===== src/rtl/spi_cmd_pkg.sv =====
`timescale 1ns/1ps
// Shared constants and types for the serial command port.
// Assumes: frame = address field in the low bits, control field above it.
package spi_cmd_pkg;

    localparam int DEF_ADDR_W   = 11;
    localparam int DEF_CTRL_W   = 5;
    localparam int DEF_RUN_IDX  = 0;
    localparam int DEF_SYNC_STG = 2;

    // Conditions that can end an operation; also the low two status bits.
    typedef struct packed {
        logic eom;
        logic ovf;
    } end_flags_t;

endpackage


===== src/rtl/spi_in_sync.sv =====
`timescale 1ns/1ps
// Multi-stage synchroniser for a bus of asynchronous single-bit inputs.
// Assumes: each bit is independent (no bus coherence needed); reset value
// per bit is given so idle levels are correct out of reset.
module spi_in_sync #(
    parameter int               WIDTH   = 3,
    parameter int               STAGES  = 2,
    parameter logic [WIDTH-1:0] RST_VAL = '0
) (
    input  logic             clk,
    input  logic             rst_n,
    input  logic [WIDTH-1:0] d_async,
    output logic [WIDTH-1:0] q_sync
);

    logic [WIDTH-1:0] stage_q [STAGES];

    generate
        for (genvar g = 0; g < STAGES; g++) begin : g_stage
            if (g == 0) begin : g_first
                // First flop samples the asynchronous inputs.
                always_ff @(posedge clk) begin
                    if (!rst_n) stage_q[0] <= RST_VAL;
                    else        stage_q[0] <= d_async;
                end
            end else begin : g_next
                // Later flops resolve metastability.
                always_ff @(posedge clk) begin
                    if (!rst_n) stage_q[g] <= RST_VAL;
                    else        stage_q[g] <= stage_q[g-1];
                end
            end
        end
    endgenerate

    assign q_sync = stage_q[STAGES-1];

endmodule


===== src/rtl/spi_frame_shifter.sv =====
`timescale 1ns/1ps
// Frame engine: detects select and clock edges in the system domain,
// shifts the command in LSB first on clock rises, shifts status out LSB
// first on clock falls, and counts bits to judge the frame at its end.
// Assumes: inputs are already synchronised; system clock is several times
// faster than the serial clock so no edge is missed.
module spi_frame_shifter #(
    parameter int FRAME_W = 16
) (
    input  logic               clk,
    input  logic               rst_n,
    input  logic               ss_n_s,
    input  logic               sclk_s,
    input  logic               mosi_s,
    input  logic [FRAME_W-1:0] status_word,
    output logic               frame_start,
    output logic               frame_end,
    output logic               frame_ok,
    output logic [FRAME_W-1:0] frame_data,
    output logic               miso,
    output logic               miso_oe
);

    localparam int                CNT_W    = $clog2(FRAME_W + 2);
    localparam logic [CNT_W-1:0]  CNT_FULL = CNT_W'(FRAME_W);
    localparam logic [CNT_W-1:0]  CNT_SAT  = CNT_W'(FRAME_W + 1);

    logic               ss_d, sclk_d;
    logic               sclk_rise, sclk_fall, in_frame;
    logic [FRAME_W-1:0] rx_q, tx_q;
    logic [CNT_W-1:0]   cnt_q;

    // Delayed copies for edge detection.
    always_ff @(posedge clk) begin
        if (!rst_n) begin
            ss_d   <= 1'b1;
            sclk_d <= 1'b0;
        end else begin
            ss_d   <= ss_n_s;
            sclk_d <= sclk_s;
        end
    end

    assign frame_start = ss_d & ~ss_n_s;
    assign frame_end   = ~ss_d & ss_n_s;
    assign in_frame    = ~ss_n_s;
    assign sclk_rise   = in_frame & sclk_s & ~sclk_d;
    assign sclk_fall   = in_frame & ~sclk_s & sclk_d;

    // Receive shift register and saturating bit counter.
    always_ff @(posedge clk) begin
        if (!rst_n) begin
            rx_q  <= '0;
            cnt_q <= '0;
        end else if (frame_start) begin
            rx_q  <= '0;
            cnt_q <= '0;
        end else if (sclk_rise) begin
            rx_q  <= {mosi_s, rx_q[FRAME_W-1:1]};
            if (cnt_q != CNT_SAT) cnt_q <= cnt_q + 1'b1;
        end
    end

    // Transmit register: load status at frame start, advance on clock falls.
    always_ff @(posedge clk) begin
        if (!rst_n)           tx_q <= '0;
        else if (frame_start) tx_q <= status_word;
        else if (sclk_fall)   tx_q <= {1'b0, tx_q[FRAME_W-1:1]};
    end

    assign frame_ok   = (cnt_q == CNT_FULL);
    assign frame_data = rx_q;
    assign miso       = tx_q[0];
    assign miso_oe    = ~ss_d;


    status_load_chk: assert property (@(posedge clk) disable iff (!rst_n)
        frame_start |=> (miso == $past(status_word[0])));


    oe_idle_chk: assert property (@(posedge clk) disable iff (!rst_n)
        frame_end |=> !miso_oe);

endmodule


===== src/rtl/spi_op_ctrl.sv =====
`timescale 1ns/1ps
// Operation control: latches a validated command at frame end, owns the
// run state, records end conditions, drives the interrupt and builds the
// status word.
// Assumes: frame_start/frame_end are single-cycle pulses; end strobes are
// synchronous to clk.
module spi_op_ctrl
    import spi_cmd_pkg::*;
#(
    parameter int ADDR_W  = DEF_ADDR_W,
    parameter int CTRL_W  = DEF_CTRL_W,
    parameter int RUN_IDX = DEF_RUN_IDX
) (
    input  logic                      clk,
    input  logic                      rst_n,
    input  logic                      frame_start,
    input  logic                      frame_end,
    input  logic                      frame_ok,
    input  logic [ADDR_W+CTRL_W-1:0]  frame_data,
    input  logic                      eom_in,
    input  logic                      ovf_in,
    output logic [ADDR_W-1:0]         cmd_addr,
    output logic [CTRL_W-1:0]         cmd_ctrl,
    output logic                      run,
    output logic                      start_pulse,
    output logic                      int_n,
    output logic [ADDR_W+CTRL_W-1:0]  status_word
);

    localparam int FRAME_W = ADDR_W + CTRL_W;
    localparam int PAD_W   = FRAME_W - ADDR_W - 2;

    logic        cmd_load, run_req, end_evt;
    end_flags_t  flags_q, flags_nxt;

    assign cmd_load = frame_end & frame_ok;
    assign run_req  = frame_data[ADDR_W + RUN_IDX];
    assign end_evt  = run & (eom_in | ovf_in);

    // Command latch: only a complete frame replaces the command.
    always_ff @(posedge clk) begin
        if (!rst_n) begin
            cmd_addr <= '0;
            cmd_ctrl <= '0;
        end else if (cmd_load) begin
            cmd_addr <= frame_data[ADDR_W-1:0];
            cmd_ctrl <= frame_data[FRAME_W-1:ADDR_W];
        end
    end

    // Run state and launch pulse.
    always_ff @(posedge clk) begin
        if (!rst_n) begin
            run         <= 1'b0;
            start_pulse <= 1'b0;
        end else begin
            start_pulse <= cmd_load & run_req;
            if (cmd_load)     run <= run_req;
            else if (end_evt) run <= 1'b0;
        end
    end

    // Next flag value: clear at frame start, then set by an ending event.
    always_comb begin
        flags_nxt = flags_q;
        if (frame_start) flags_nxt = '0;
        if (end_evt) begin
            flags_nxt.eom = flags_nxt.eom | eom_in;
            flags_nxt.ovf = flags_nxt.ovf | ovf_in;
        end
    end

    // Flag and interrupt registers.
    always_ff @(posedge clk) begin
        if (!rst_n) begin
            flags_q <= '0;
            int_n   <= 1'b1;
        end else begin
            flags_q <= flags_nxt;
            int_n   <= ~(flags_nxt.eom | flags_nxt.ovf);
        end
    end

    assign status_word = {cmd_addr, {PAD_W{1'b0}}, flags_q.eom, flags_q.ovf};


    int_clear_chk: assert property (@(posedge clk) disable iff (!rst_n)
        (frame_start && !(eom_in || ovf_in)) |=> int_n);


    run_launch_chk: assert property (@(posedge clk) disable iff (!rst_n)
        $rose(run) |-> start_pulse);


    cmd_hold_chk: assert property (@(posedge clk) disable iff (!rst_n)
        !(frame_end && frame_ok) |=> ($stable(cmd_addr) && $stable(cmd_ctrl)));


    int_cause_chk: assert property (@(posedge clk) disable iff (!rst_n)
        $fell(int_n) |-> $past(run));


    idle_strobe_chk: assert property (@(posedge clk) disable iff (!rst_n)
        (!run && int_n) |=> int_n);

endmodule


===== src/rtl/spi_cmd_slave.sv =====
`timescale 1ns/1ps
// Top of the serial command port: synchronises the host pins, runs the
// frame engine and the operation control.
// Assumes: system clock at least 4x the serial clock; MISO pad tri-state
// is built outside from miso/miso_oe.
module spi_cmd_slave
    import spi_cmd_pkg::*;
#(
    parameter int ADDR_W   = DEF_ADDR_W,
    parameter int CTRL_W   = DEF_CTRL_W,
    parameter int RUN_IDX  = DEF_RUN_IDX,
    parameter int SYNC_STG = DEF_SYNC_STG
) (
    input  logic              clk,
    input  logic              rst_n,
    input  logic              ss_n,
    input  logic              sclk,
    input  logic              mosi,
    output logic              miso,
    output logic              miso_oe,
    input  logic              eom_in,
    input  logic              ovf_in,
    output logic [ADDR_W-1:0] cmd_addr,
    output logic [CTRL_W-1:0] cmd_ctrl,
    output logic              run,
    output logic              start_pulse,
    output logic              int_n
);

    localparam int FRAME_W = ADDR_W + CTRL_W;

    logic [2:0]         pins_s;
    logic               frame_start, frame_end, frame_ok;
    logic [FRAME_W-1:0] frame_data, status_word;

    spi_in_sync #(
        .WIDTH   (3),
        .STAGES  (SYNC_STG),
        .RST_VAL (3'b100)
    ) u_sync (
        .clk     (clk),
        .rst_n   (rst_n),
        .d_async ({ss_n, sclk, mosi}),
        .q_sync  (pins_s)
    );

    spi_frame_shifter #(
        .FRAME_W (FRAME_W)
    ) u_shift (
        .clk         (clk),
        .rst_n       (rst_n),
        .ss_n_s      (pins_s[2]),
        .sclk_s      (pins_s[1]),
        .mosi_s      (pins_s[0]),
        .status_word (status_word),
        .frame_start (frame_start),
        .frame_end   (frame_end),
        .frame_ok    (frame_ok),
        .frame_data  (frame_data),
        .miso        (miso),
        .miso_oe     (miso_oe)
    );

    spi_op_ctrl #(
        .ADDR_W  (ADDR_W),
        .CTRL_W  (CTRL_W),
        .RUN_IDX (RUN_IDX)
    ) u_ctrl (
        .clk         (clk),
        .rst_n       (rst_n),
        .frame_start (frame_start),
        .frame_end   (frame_end),
        .frame_ok    (frame_ok),
        .frame_data  (frame_data),
        .eom_in      (eom_in),
        .ovf_in      (ovf_in),
        .cmd_addr    (cmd_addr),
        .cmd_ctrl    (cmd_ctrl),
        .run         (run),
        .start_pulse (start_pulse),
        .int_n       (int_n),
        .status_word (status_word)
    );

endmodule


===== config.mk =====
export PLATFORM = sky130hd
export DESIGN_NAME = spi_cmd_slave
export DESIGN_NICKNAME = d
export VERILOG_FILES = /design/src/rtl/spi_cmd_pkg.sv /design/src/rtl/spi_in_sync.sv /design/src/rtl/spi_frame_shifter.sv /design/src/rtl/spi_op_ctrl.sv /design/src/rtl/spi_cmd_slave.sv
export SDC_FILE = /design/constraint.sdc
export NUM_CORES = 1
export LEC_CHECK = 0
export CAP_MARGIN = 10
export CELL_PAD_IN_SITES_DETAIL_PLACEMENT = 1
export CELL_PAD_IN_SITES_GLOBAL_PLACEMENT = 2
export CORE_ASPECT_RATIO = 1.5
export CORE_MARGIN = 4
export CORE_UTILIZATION = 37
export CTS_CLUSTER_SIZE = 12
export DETAILED_ROUTE_END_ITERATION = 8
export PLACE_DENSITY = 0.88
export SYNTH_ARGS = -nofsm -noshare
export SYNTH_HDL_FRONTEND = slang
export SYNTH_SLANG_ARGS = --single-unit

===== constraint.sdc =====
create_clock -name clk -period 3.35 [get_ports clk]
set_input_delay 0.67 -clock clk [delete_from_list [all_inputs] [get_ports clk]]
set_output_delay 0.67 -clock clk [all_outputs]
set_load 0.01 [all_outputs]

Yosys cells after proc, flatten, opt, wreduce, memory -nomap -nowiden
Memory sizes are Yosys's and may differ from the RTL's.
Index checks and enable logic that the tools add are counted.
{"block": "classes", "addsub": 1, "n_eq_ne": 2, "n_mux": 10, "n_bitwise": 21, "reduce_logical": 4}
{"op": "$mux 16", "count": 2}
{"op": "$and 1x1->1", "count": 9}
{"op": "$mux 3", "count": 2}
{"op": "$not 1->1", "count": 6}
{"op": "$or 1x1->1", "count": 6}
{"op": "$add 5x1->5 const B", "count": 1}
{"op": "$eq 5x5->1 const B", "count": 1}
{"op": "$ne 5x5->1 const B", "count": 1}
{"op": "$mux 1", "count": 4}
{"op": "$mux 2", "count": 2}
{"op": "$reduce_bool 2->1", "count": 2}
{"op": "$reduce_and 2->1", "count": 1}
{"op": "$reduce_or 2->1", "count": 1}
{"block": "word_totals", "register_bits": 60, "mem_bits_rw": 6, "input_bits": 7, "out_inout_bits": 21, "wordCells": 52, "mem_count": 1}
{"name": "u_sync.stage_q", "depth": 2, "width": 3, "read_ports": 2, "rd_ports_with_merged_regs": 0, "wr": 2, "line_no": "spi_in_sync.sv:16", "source": "logic [WIDTH-1:0] stage_q [STAGES];"}

Longest topological paths before layout
An unclocked memory read counts as a cell.
{"block": "depth", "depth_word": 8, "mapped_depth": 7, "depth_no_buf": 5}

By module
Synthesis repeated with hierarchy kept, for this count alone.
{"block": "hier_totals", "hier_cells": 318, "hier_area_um2": 2787.7}
{"mod": "spi_frame_shifter", "instances": 1, "cells_each": 201, "area_each_um2": 1627.8, "seq_area_each_um2": 780.7}
{"mod": "spi_op_ctrl", "instances": 1, "cells_each": 105, "area_each_um2": 1002.2, "seq_area_each_um2": 420.4}
{"mod": "spi_in_sync", "instances": 1, "cells_each": 12, "area_each_um2": 157.7, "seq_area_each_um2": 120.1}

Worst setup path before layout
OpenSTA, ideal clock, no wires.
{"block": "synth_timing", "kind": "reg2reg", "from": "reg u_shift.cnt_q[0]", "to": "reg u_ctrl.cmd_addr[2]", "setup_time_ns": 0.072, "t_arrival_ns": 1.439, "required_time_ns": 3.278, "slack_ns": 1.839, "stages_incl_launch_ff": 8, "n_path_buf": 2, "synth_period_minus_slack_ns": 1.511, "cell_sequence": "dfxtp_1 > inv_1 > ha_1 > nand4b_1 > nor3_1 > buf_2 > buf_2 > mux2i_1"}
{"block": "synth_between", "elab_chain_len": 2}
{"element": "start, declared", "line_no": "spi_frame_shifter.sv:31", "source": "logic [CNT_W-1:0] cnt_q;"}
{"element": "start signal, assigned", "line_no": "spi_frame_shifter.sv:60", "source": "if (cnt_q != CNT_SAT) cnt_q <= cnt_q + 1'b1;"}
{"element": "$eq 5x5->1", "line_no": "spi_frame_shifter.sv:71", "source": "assign frame_ok = (cnt_q == CNT_FULL);"}
{"element": "$and 1x1->1", "line_no": "spi_op_ctrl.sv:36", "source": "assign cmd_load = frame_end & frame_ok;"}
{"element": "end signal, assigned", "line_no": "spi_op_ctrl.sv:46", "source": "cmd_addr <= frame_data[ADDR_W-1:0];"}
{"element": "end, declared", "line_no": "spi_op_ctrl.sv:22", "source": "output logic [ADDR_W-1:0] cmd_addr,"}
No other way between the ends.
A chain may end at the register's enable or synchronous reset.

Final worst setup path
{"block": "layout_timing", "from": "reg u_shift.ss_d", "to": "out miso_oe"}
{"block": "layout_between", "elab_chain_len": 1}
{"element": "start, declared", "line_no": "spi_frame_shifter.sv:28", "source": "logic ss_d, sclk_d;"}
{"element": "start signal, assigned", "line_no": "spi_frame_shifter.sv:39", "source": "ss_d <= ss_n_s;"}
{"element": "$not 1->1", "line_no": "spi_frame_shifter.sv:74", "source": "assign miso_oe = ~ss_d;"}
{"element": "end, declared", "line_no": "spi_cmd_slave.sv:20", "source": "output logic miso_oe,"}
No other way between the ends.

==> impl_metrics.ini <==
[pwr]
p_seq_frac = 0.557
swShare = 0.223
power.density_nw_per_um2 = 464
p_switching_uw = 317
leakagePower_uw = 0.00101
p_clk_frac = 0.412
finalPower_uw = 1420
p_int_uw = 1100
combPwrFrac = 0.030
peakVddDrop_uv = 179

[sta]
fin_crit_sh = 0.721
grt_setup_unrepaired = no
setup_violations = 0
hold_viol = 0
tns_ns = 0
slew_viol_final = 0
relSlewSlack = 0.583
fmax_mhz = 414
skew_ns = 0.00849
hold_ws_ns = 0.412
layout_min_cycle_time_ns = 2.41
timing.final.ws_setup_ns = 0.936
tightest_slew_ns = 0.622

[cts]
numCtsBuffers = 9
hold_buffers = 0
cts-htree-levels = 3
cts_resized = 0
post_cts_buffers = 0
clk_pin_slew_worst_paths_ns = 0.07
clk-insertion-delay-late_ns = 0.34
tritoncts = yes
clock-sinks = 66
clock-root-buffer = clkbuf_8
cts_buffer_depth = 2

[grt]
grt_pass1_wl_um = 9850
grt_max_degree = 25
track_usage = 0.145
grt_remaining_overflow = 0
antenna_found_initial = 0
grt_pass1_vias = 2000

[placed_design]
pre_cts_ws_ns = 1.32
place_congestion = 0.801
portBuffers = 27
dp_hpwl_um = 4080
placed_area_sq_um = 2890

[critical_path]
arrival_ns = 1.74
critPathMaxStageDelay_ns = 0.56
crit_fanout = 13
cp-end-kind = output pin
slowest_stage = clkdlybuf4s50_1
start_kind = flop
path_cells = clkinv_1, clkdlybuf4s50_1
cp.required_ns = 2.68
critPathKind = reg2out

[synth]
yosys.cell_count.top_type = nand2_1
synth_ff_type = dfxtp_1
synthTopCellsByCount = 73 x nand2_1, 66 x dfxtp_1, 20 x mux2i_1, 19 x a21oi_1, 12 x and2_1
synth_edf_count = 0
ys_ff_latch = 66
ys_top_cells_by_area = dfxtp_1 50%, nand2_1 10%, mux2i_1 7.5%
yosysUniqueCellTypes = 41
synth_top_area_share = 0.498
synth_top_area_cell = dfxtp_1
syn-num-nets = 304
netlist_area_sq_um = 2660
async_reset_ff_frac = 0
ys_seq_area_frac = 0.498
syn_area_per_cell_sq_um = 9.03
yosysWarnings = 0
postSynthCellCount = 294

[layout]
fin_nets = 318
final_area_sq_um = 3060
diodes = 0
drive_above_1_share = 0.0833
fillerInstances = 830
syn2layout_area_growth_pct = 15.3

[route]
drt_wl_total_um = 5840
dr.pass1.iters = 4
drt_iter0_drc = 112
route.detailed.drc = 0
vias_per_cell = 5.15
vias = 2009
drtAntennaViolNets = 0
wire_per_inst_um = 15.0

[floorplanning]
fp.dieH_um = 112
die_x_um = 77.2
core_area_sq_um = 6940
row_count = 37
start_util = 0.382
die_area_sq_um = 8620
io_pins = 28

[flow_run]
maxCapViolCount = 0

[outcome]
status = finished clean

[worst_hold_path]
min_path_type = reg2reg
-- critical path, delay by kind of cell, from the launching register on --
kind,cells,cell delay (ns)
buffers and inverters,2,0.88
DFF,1,0.52
-- state kept, by name, summed over array words and instances (netlist names) --
signal	flops
u_ctrl.int_n	1
u_shift.tx_q	16
u_sync.stage_q	6
u_shift.frame_data	16
u_shift.cnt_q	5
u_ctrl.cmd_addr	11
u_ctrl.run	1
u_ctrl.status_word	2
u_ctrl.cmd_ctrl	5
u_ctrl.start_pulse	1
u_shift.ss_d	1
u_shift.sclk_d	1
-- path summary, 6_finish.rpt --
path / start / to / slack (ns) / cells after the start
worst max-delay path: u_shift.ss_d / miso_oe / 0.94 / 2
worst min-delay path: u_sync.stage_q[0][2] / u_sync.stage_q[1][2] / 0.41 / 1
worst max register to register: u_shift.sclk_d / u_shift.tx_q[9] / 1.64 / 3
worst min register to register: u_sync.stage_q[0][2] / u_sync.stage_q[1][2] / 0.41 / 1
-- layer usage --
layer,track usage,wire length (um)
met5,0,0
met1,0.172,2650
met4,0.0843,150
met2,0.230,2850
met3,0.0445,191
-- stage by stage --
| stage | util | instances |
|---|---|---|
| final | 0.441 | 390 |
| after global routing | 0.441 | 390 |
| after CTS | 0.441 | 390 |
| after detailed placement | 0.416 | 375 |
| after global placement | 0.416 | 375 |
| after floorplan | - | 294 |
-- kinds of logic after synthesis --
kind of cell | Yosys count | share of synthesized area
simple gates | 122 | 0.215
compound gates | 50 | 0.129
buf+inv | 33 | 0.0693
mux | 20 | 0.0754
flops | 66 | 0.498
fa+ha+maj | 3 | 0.0141
-- power groups by stage --
stage / combinational [uW] / clock (uW) / sequential, uW
2_1_floorplan: 29.2 / 0 / 808
3_3_place_gp: 43.1 / 0 / 810
3_5_place_dp: 43.6 / 0 / 810
4_1_cts: 43.8 / 608 / 792
5_1_grt: 47.8 / 649 / 793
6_report: 43.0 / 586 / 793
-- placed cells by master (no fill, tap or decap), drive strengths merged, types with 4 or more instances in the layout --
cell / instances
buf: 6
a221o: 6
and2: 13
clkbuf: 12
nor2: 9
clkinv: 4
nand2b: 5
a31oi: 6
clkdlybuf4s50: 26
o2bb2ai: 4
dfxtp: 66
mux2i: 20
nand3: 7
nand2: 73
a21oi: 19
-- cell type report --
class	instances	area, sq um	area share
Clock buffer	12	155	0.0507
Clock inverter	3	15.0	0.00490
Inverter	4	15.0	0.00490
Multi-Input combinational cell	195	1150	0.377
Sequential cell	66	1320	0.432
Tap cell	78	97.6	0.0319
Timing Repair Buffer	32	303	0.0989
Power figures use the tool's default switching activity.
